===== src/rtl/lsa_pkg.sv =====
package lsa_pkg;
  // Widest lane group the counting functions accept.
  localparam int unsigned MAX_LANES = 64;

  // Number of set bits in a lane vector.
  function automatic int unsigned count_ones(input logic [MAX_LANES-1:0] v);
    int unsigned n;
    n = 0;
    for (int k = 0; k < MAX_LANES; k++) begin
      if (v[k]) n++;
    end
    return n;
  endfunction

  // (a + b) mod depth, assuming a < depth and b <= depth.
  function automatic int unsigned mod_add(input int unsigned a,
                                          input int unsigned b,
                                          input int unsigned depth);
    int unsigned s;
    s = a + b;
    if (s >= depth) s = s - depth;
    return s;
  endfunction
endpackage


===== src/rtl/lsa_prefix_count.sv =====
module lsa_prefix_count
  import lsa_pkg::*;
#(
  parameter int unsigned LANES = 32,
  parameter int unsigned CW    = $clog2(LANES + 1)
) (
  input  logic [LANES-1:0]    mask,
  output logic [LANES*CW-1:0] offs,
  output logic [CW-1:0]       total,
  output logic [LANES-1:0]    lead
);
  for (genvar gi = 0; gi < LANES; gi++) begin : g_lane
    logic [LANES-1:0] below;
    logic [LANES-1:0] lower_act;

    // Bits 0 .. gi-1 set: the lanes under this one.
    always_comb begin
      below = '0;
      for (int k = 0; k < gi; k++) below[k] = 1'b1;
    end

    assign lower_act = mask & below;
    assign offs[gi*CW +: CW] = CW'(count_ones(MAX_LANES'(lower_act)));
    // Leader: active with no active lane below it.
    assign lead[gi] = mask[gi] & ~(|lower_act);
  end

  assign total = CW'(count_ones(MAX_LANES'(mask)));
endmodule


===== src/rtl/lsa_head_reg.sv =====
module lsa_head_reg
  import lsa_pkg::*;
#(
  parameter int unsigned DEPTH = 4096,
  parameter int unsigned AW    = $clog2(DEPTH),
  parameter int unsigned CW    = 6
) (
  input  logic          clk,
  input  logic          clr,
  input  logic          adv,
  input  logic [CW-1:0] step,
  output logic [AW-1:0] head
);
  always_ff @(posedge clk) begin
    if (clr)      head <= '0;
    else if (adv) head <= AW'(mod_add(32'(head), 32'(step), DEPTH));
  end

  // the clear wins over any push in the same cycle
  p_clear_zero_r1: assert property (@(posedge clk) clr |=> (head == '0));

  // no advance request, no movement
  p_hold_r6: assert property (@(posedge clk) disable iff (clr)
    !adv |=> $stable(head));
endmodule


===== src/rtl/lsa_slot_gen.sv =====
module lsa_slot_gen
  import lsa_pkg::*;
#(
  parameter int unsigned LANES = 32,
  parameter int unsigned DEPTH = 4096,
  parameter int unsigned AW    = $clog2(DEPTH),
  parameter int unsigned CW    = $clog2(LANES + 1)
) (
  input  logic [AW-1:0]       head,
  input  logic [LANES*CW-1:0] offs,
  input  logic [LANES-1:0]    mask,
  input  logic                push,
  output logic [LANES*AW-1:0] slot_idx,
  output logic [LANES-1:0]    slot_vld
);
  for (genvar gi = 0; gi < LANES; gi++) begin : g_slot
    logic [AW-1:0] addr;
    assign addr = AW'(mod_add(32'(head), 32'(offs[gi*CW +: CW]), DEPTH));
    assign slot_vld[gi] = push & mask[gi];
    assign slot_idx[gi*AW +: AW] = slot_vld[gi] ? addr : '0;
  end
endmodule


===== src/rtl/lane_slot_alloc.sv =====
module lane_slot_alloc
  import lsa_pkg::*;
#(
  parameter int unsigned LANES = 32,
  parameter int unsigned DEPTH = 4096,
  localparam int unsigned AW   = $clog2(DEPTH),
  localparam int unsigned CW   = $clog2(LANES + 1)
) (
  input  logic                clk,
  input  logic                head_clr,
  input  logic                push,
  input  logic [LANES-1:0]    act_mask,
  output logic [LANES*AW-1:0] slot_idx,
  output logic [LANES-1:0]    slot_vld,
  output logic [AW-1:0]       head
);
  // Named internal events for the assertions.
  logic [LANES*CW-1:0] offs;
  logic [CW-1:0]       total;
  logic [LANES-1:0]    lead;
  logic                head_adv;

  lsa_prefix_count #(.LANES(LANES), .CW(CW)) u_prefix (
    .mask  (act_mask),
    .offs  (offs),
    .total (total),
    .lead  (lead)
  );

  // Only the lane at offset zero moves the head.
  assign head_adv = push & (|lead);

  lsa_head_reg #(.DEPTH(DEPTH), .AW(AW), .CW(CW)) u_head (
    .clk  (clk),
    .clr  (head_clr),
    .adv  (head_adv),
    .step (total),
    .head (head)
  );

  lsa_slot_gen #(.LANES(LANES), .DEPTH(DEPTH), .AW(AW), .CW(CW)) u_slots (
    .head     (head),
    .offs     (offs),
    .mask     (act_mask),
    .push     (push),
    .slot_idx (slot_idx),
    .slot_vld (slot_vld)
  );

  // Checker side: slot one past the highest valid lane.
  logic [AW-1:0] past_last;
  always_comb begin
    past_last = head;
    for (int k = 0; k < LANES; k++) begin
      if (slot_vld[k])
        past_last = AW'(mod_add(32'(slot_idx[k*AW +: AW]), 1, DEPTH));
    end
  end

  // the new head starts right after the last slot handed out
  p_head_follows_r5: assert property (@(posedge clk) disable iff (head_clr)
    (push && (|act_mask)) |=> (head == $past(past_last)));

  // empty mask or no strobe keeps the head
  p_idle_r6: assert property (@(posedge clk) disable iff (head_clr)
    (!push || act_mask == '0) |=> $stable(head));

  // lane 0 takes the head itself
  p_lane0_r3: assert property (@(posedge clk) disable iff (head_clr)
    (push && act_mask[0]) |-> (slot_idx[AW-1:0] == head));

  // exactly one leader whenever some lane is active
  p_one_leader_r9: assert property (@(posedge clk) disable iff (head_clr)
    (act_mask != '0) |-> $onehot(lead));

  // a full group ends at head + LANES - 1
  p_full_span_r8: assert property (@(posedge clk) disable iff (head_clr)
    (push && act_mask == '1) |->
      (slot_idx[(LANES-1)*AW +: AW] == AW'(mod_add(32'(head), LANES - 1, DEPTH))));
endmodule


===== config.mk =====
export PLATFORM = sky130hd
export DESIGN_NAME = lane_slot_alloc
export DESIGN_NICKNAME = d
export VERILOG_FILES = /design/src/rtl/lsa_pkg.sv /design/src/rtl/lsa_prefix_count.sv /design/src/rtl/lsa_head_reg.sv /design/src/rtl/lsa_slot_gen.sv /design/src/rtl/lane_slot_alloc.sv
export SDC_FILE = /design/constraint.sdc
export NUM_CORES = 1
export LEC_CHECK = 0
export ABC_CLOCK_PERIOD_IN_PS = 21100
export BUFFER_PORTS_ARGS = -buffer_cell sky130_fd_sc_hd__buf_2
export CAP_MARGIN = 20
export CORE_UTILIZATION = 35
export CTS_BUF_LIST = sky130_fd_sc_hd__clkbuf_2
export CTS_CLUSTER_SIZE = 12
export DETAILED_ROUTE_END_ITERATION = 10
export PLACE_DENSITY_LB_ADDON = 0.05
export SLEW_MARGIN = 20
export SYNTH_ARGS = -nofsm -noshare
export SYNTH_HDL_FRONTEND = slang
export SYNTH_HIERARCHICAL = 1
export SYNTH_SLANG_ARGS = --single-unit

===== constraint.sdc =====
create_clock -name clk -period 21.1 [get_ports clk]
set_input_delay 0 -clock clk [delete_from_list [all_inputs] [get_ports clk]]
set_output_delay 0 -clock clk [all_outputs]
set_load 0.01 [all_outputs]

==> results.md, run 1 <==
* Status: complete, no violations
* Hold bufs inserted after CTS at 0
* CTS sink cnt at 12
* Critical path type: in -> reg
* Max_slew headroom at 0.3068
* Cell Area, Placed at about 0.023 mm^2
* H-Tree Depth at 1
* DR pass1 iterations at 5
* Post-Route WL at 87,190 um
* Vias at 23,770
* RD Place Congestion at around 0.91
* Worst path slowest cell: fa_1
* Pin count of the biggest net entering global routing at 77
* CP max stage delay at 0.46 ns
* Most used flip-flop cell after synthesis: dfxtp_1
* Vias in the first global route at roughly 22,000
* Routed Antenna Nets at 0
* Ys Warns at 6
* Slew Viols, Final at 0
* Clock Tree Buf Depth at 2
* Synth Register Bits at 12
* Share of layout cells above drive strength 1 at 0.1793
* Worst clock skew at about 0.0038 ns
* Post-synth EDFFs at 0
* Crit path DAT at just over 20 ns
* Min-delay worst type: in -> reg
* Initial Utilization at 0.3559
* CTS root buf: clkbuf_2
* WP buf/inv at 6
* I/O pins at 463
* Mapped Avg Cell Area at 7.054 um^2
* Clk slew on worst S/H paths at 0.13 ns
* Final nets at approximately 3,500
* PortBufs at around 460
* DRT iter0 DRCs at roughly 1,700
* Die footprint at roughly 0.059 mm^2
* Hpwl dp at about 67,000 um
* Unique masters post-synth at 98
* Fraction of registers with async set/reset at 0
* Core box area at 0.05671 mm^2
* Rows at just under 90
* Worst-Margin Slew at 1.040 ns
* Count of final setup violators at 0
* Most frequent CP cell: ha_1
* CP top delay family: adder cells
* Final hold violation count at 0
* Max Clock Freq at 50.12 MHz
* Post-route cell area at 0.02312 mm^2
* Global-route wire length before repair at 130,400 um
* Worst Setup Start Kind: input port
* Chip Height at ~240 um
* Routed vias/inst at 5.963
* Final Cycle Share at 0.9456
* Mean routed wirelength per cell at 21.87 um
* Most flop-heavy register: u_head/head
* CTS buffer count at 3
* Global route overflow at 0
* Top flop regs: u_head/head (12)
* Largest register FFs at 12
* Element type at the critical path end: flop
* Antenna violations before repair at 1
* Clk Latency, worst-skew pair at 0.27 ns
* Period minus WS final at roughly 20 ns
* # Max-Cap Violations at 0
* P&R area growth vs syn at 14.58%
* Synthesized area at 0.02018 mm^2
* Seq/Total Area, Yosys at 0.01190
* CP max FO at 8
* Cell count after synthesis at 2,861
* Die width at ~240 um
* GRT Util Overall at 0.2779
* TritonCTS clock tree: yes
* DRC viols at 0
* Worst endpoint required time at 21.27 ns
## per-layer routing
layer / vias to the layer above / GRT usage / share of wire
li1: 11540 / - / -
met1: 11430 / 0.3647 / 0.45
met2: 698 / 0.4822 / 0.47
met3: 102 / 0.02692 / 0.050
met4: 0 / 0.07297 / 0.025
met5: - / 0 / 0
## cell usage after synthesis (all sizes together), types with 8 or more instances
master / number / area share
a211oi: 136 / 0.051
a21o: 71 / 0.026
a21oi: 146 / 0.037
a31oi: 104 / 0.033
a41o: 96 / 0.048
and2: 14 / 0.0043
and3: 81 / 0.025
buf: 56 / 0.017
clkbuf: 91 / 0.017
clkinv: 33 / 0.0061
dfxtp: 12 / 0.012
fa: 33 / 0.033
ha: 232 / 0.14
inv: 54 / 0.010
mux2: 14 / 0.0078
mux2i: 84 / 0.042
nand2: 282 / 0.053
nand2b: 78 / 0.024
nand3: 26 / 0.0064
nand4: 20 / 0.0062
nor2: 347 / 0.065
nor2b: 22 / 0.0068
nor3: 79 / 0.020
nor3b: 8 / 0.0030
nor4: 17 / 0.0056
o211ai: 10 / 0.0040
o21a: 36 / 0.013
o21ai: 185 / 0.046
o21bai: 67 / 0.025
o31ai: 70 / 0.026
or4: 67 / 0.025
xnor2: 139 / 0.069
xnor3: 20 / 0.023
xor2: 49 / 0.027
## final cells by class
| cell class | instances | area [um^2] |
|---|---|---|
| well taps | 756 | 945.9 |
| clock buffers | 3 | 15.01 |
| clock inverters | 1 | 3.754 |
| fillers | 5967 | 33590 |
| repair buffers | 486 | 2495 |
| multi-input cells | 2640 | 19070 |
| diodes | 2 | 5.005 |
| inverters | 87 | 326.6 |
| flip-flops and latches | 12 | 262.8 |
## worst register-to-register path: cells and delay by family (launching register included)
kind | cells | cell delay, ns
flip-flops | 1 | 0.63
buffers and inverters | 1 | 0.54
AO/OA/AOI/OAI | 2 | 0.46
adder cells (fa/ha/maj) | 1 | 0.39
multiplexers | 1 | 0.32
AND/OR/NAND/NOR | 1 | 0.10
## cell families after synthesis
kind of cell             synth area share
buffers and inverters             0.05022
flip-flops                        0.01190
AND/OR/NAND/NOR                    0.2555
other                           0.0001858
multiplexers                      0.04966
adder cells (fa/ha/maj)            0.1766
XOR/XNOR                           0.1263
AO/OA/AOI/OAI                      0.3297
## worst paths after layout
| kind | startpoint | to | slack (ns) | cells after the start |
|---|---|---|---|---|
| setup / recovery | act_mask[0] | u_head/head[6] | 1.15 | 91 |
| hold / removal | head_clr | u_head/head[0] | 0.12 | 2 |
| setup reg to reg | u_head/head[5] | u_head/head[11] | 18.55 | 6 |
| hold reg to reg | u_head/head[2] | u_head/head[2] | 0.73 | 2 |
## per-stage QoR
step | setup slack (ns) | TNS (ns) | cells | hold slack [ns] | util
after floorplan | 2.043 | 0 | 2886 | 0.1546 | -
after global placement | 0.6910 | 0 | 3979 | 0.3983 | 0.4063
after detailed placement | 0.08607 | 0 | 3979 | 0.4068 | 0.4063
after CTS | 0.3501 | 0 | 3983 | 0.1026 | 0.4066
after global routing | -0.008486 | -0.008486 | 3986 | 0.1023 | 0.4077
final | 1.148 | 0 | 3987 | 0.1202 | 0.4077
## what timing repair did
item	4_1_cts	5_1_grt
resized for setup	0	14
setup endpoints to repair	0	29
setup buffers	0	2
## cell usage in the layout (no fill, tap or decap), types with 14 or more instances in the layout
| master | n |
|---|---|
| o21ai_0 | 179 |
| nand2b_1 | 78 |
| a211oi_1 | 134 |
| inv_1 | 51 |
| nand3_1 | 26 |
| a21oi_1 | 143 |
| nor2b_1 | 22 |
| o31ai_1 | 69 |
| ha_1 | 231 |
| and2_1 | 14 |
| buf_4 | 25 |
| or4_1 | 67 |
| and3_1 | 78 |
| fa_1 | 33 |
| mux2i_1 | 79 |
| a21o_1 | 71 |
| nand4_1 | 20 |
| buf_2 | 461 |
| a41o_1 | 96 |
| xor2_1 | 41 |
| nor4_1 | 16 |
| o21a_1 | 36 |
| clkinv_1 | 34 |
| xnor3_1 | 16 |
| nand2_1 | 279 |
| nor2_1 | 343 |
| nor3_1 | 79 |
| a31oi_1 | 103 |
| conb_1 | 26 |
| xnor2_1 | 123 |
| o21bai_1 | 67 |
Power of run 1 is left out: the tool's default activity adds up to more than one toggle a clock period on the data nets, which glitch-free logic cannot reach.
==> inputs of run 2 (changes only) <==
--- a/config.mk
+++ b/config.mk
@@ -13,6 +13,7 @@
 export CTS_CLUSTER_SIZE = 12
 export DETAILED_ROUTE_END_ITERATION = 10
 export PLACE_DENSITY_LB_ADDON = 0.05
+export RECOVER_POWER = 25
 export SLEW_MARGIN = 20
 export SYNTH_ARGS = -nofsm -noshare
 export SYNTH_HDL_FRONTEND = slang
==> results.md, run 2 (synthesis results as in run 1) <==
* Fin cells at 3,988
* Core box area at 0.05671 mm^2
* Final nets at between 3,000 and 4,000
* Die width at 242.1 um
* Worst clock skew at 0.001949 ns
* Failing checks: capacitance limit, slew limit
* Antenna violations before repair at 1
* Worst reg2reg setup slack at 16.83 ns
* CP max FO at 8
* P&R area growth vs syn at 13.65%
* CTS buffer count at 3
* Final hold violation count at 0
* Most flop-heavy register: u_head/head
* Met3 Use GR at 0.02692
* Rows at 87
* Clk slew on worst S/H paths at roughly 0.13 ns
* Post-route worst setup slack at ~1.2 ns
* Chip Height at 242.1 um
* DRC viols at 0
* Reg2reg start: u_head/head[8]
* Count of final setup violators at 0
* Crit path DAT at 20.08 ns
* Worst path slowest cell: fa_1
* Die footprint at a little under 0.06 mm^2
* Min-delay worst type: in -> reg
* GRT met2 Usage at 0.4822
* Global route overflow at 0
* Critical Path Sink: u_head/head[6]
* Final Cycle Share at 0.9434
* Hpwl dp at approximately 67,000 um
* Worst endpoint required time at 21.27 ns
* Slew Viols, Final at 538
* Top flop regs: u_head/head (12)
* PortBufs at 462
* Global-route wire length before repair at about 130,000 um
* Met1 Use GR at 0.3647
* Post-layout util at 0.4044
* Share of layout cells above drive strength 1 at 0.1465
* TritonCTS clock tree: yes
* Max Clock Freq at 50.24 MHz
* Max_slew headroom at -1.685
* Hold bufs inserted after CTS at 0
* RD Place Congestion at between 0.9 and 1
* Commonest non-fill, non-tap cell in the layout: buf_2
* Initial Utilization at 0.3559
* Vias in the first global route at 22,280
* Fillers at 6,034
* Clock Tree Buf Depth at 2
* Worst-Margin Slew at 4.027 ns
* Hold Startpoint: head_clr
* Period minus WS final at 19.90 ns
* GRT Util Overall at 0.2779
* DRT iter0 DRCs at 1,623
* CTS sink cnt at 12
* Inst Count DP at 3,979
* Routed vias/inst at 5.998
* Vias at 23,920
* Most frequent cells in the layout: buf_2, nor2_1, nand2_1
* Worst R2R End: u_head/head[10]
* CP max stage delay at 0.46 ns
* CTS root buf: clkbuf_2
* H-Tree Depth at 1
* Element type at the critical path end: flop
* Crit path from: act_mask[0]
* DR pass1 iterations at 5
* Worst R2R Path Depth at 5
* Mean routed wirelength per cell at 21.90 um
* Status: finished with violations
* Most frequent CP cell: ha_1
* Pre-CTS setup slack at 0.08607 ns
* Largest register FFs at 12
* Pin count of the biggest net entering global routing at 77
* Critical path type: in -> reg
* Worst Setup Start Kind: input port
* GRT Max-Usage Layer: met2
* I/O pins at 463
* Clk Latency, worst-skew pair at 0.27 ns
* # Max-Cap Violations at 12
* Post-Route WL at around 87,000 um
* Routed Antenna Nets at 0
[run 2: worst max-delay path: cells and delay by family]
family	cells	cell delay (ns)
XOR/XNOR	5	1.21
multiplexers	12	3.16
AO/OA/AOI/OAI	19	3.49
adder cells (fa/ha/maj)	26	8.40
AND/OR/NAND/NOR	23	2.86
buffers and inverters	6	0.95
[run 2: worst min-delay path by stage]
stage	endpoint	slack [ns]	depth (start not counted)
6_report	u_head/head[0]	0.12	2
2_1_floorplan	slot_idx[372]	0.15	1
3_5_place_dp	u_head/head[0]	0.41	2
5_1_grt	u_head/head[0]	0.10	2
3_3_place_gp	u_head/head[0]	0.40	2
4_1_cts	u_head/head[0]	0.10	2
[run 2: area by class of cell]
type | instances | area [um^2] | share of cell area
multi-input combinational | 2640 | 19040 | 0.8302
timing repair buffer | 486 | 2342 | 0.1021
tap | 756 | 945.9 | 0.04124
inverter | 87 | 326.6 | 0.01424
sequential | 12 | 252.7 | 0.01102
clock buffer | 3 | 15.01 | 0.0006546
antenna | 3 | 7.507 | 0.0003273
clock inverter | 1 | 3.754 | 0.0001636
[run 2: through the flow]
stage	instance area [um^2]	setup TNS (ns)	hold slack, ns
2_1_floorplan	20280	0	0.1546
3_3_place_gp	23040	0	0.3983
3_5_place_dp	23040	0	0.4068
4_1_cts	23060	0	0.1026
5_1_grt	22930	-0.009079	0.1023
6_report	22940	0	0.1187
[run 2: what timing repair did]
action	4_1_cts	5_1_grt
endpoints found under the setup margin	0	29
resized for setup	0	14
buffers inserted	0	2
[run 2: layer usage]
layer  part of all wire  vias up
met4              0.027        0
met5                  0        -
li1                   -    11550
met3              0.051      120
met2               0.47      765
met1               0.45    11490
Power of run 2 is left out for the same reason.
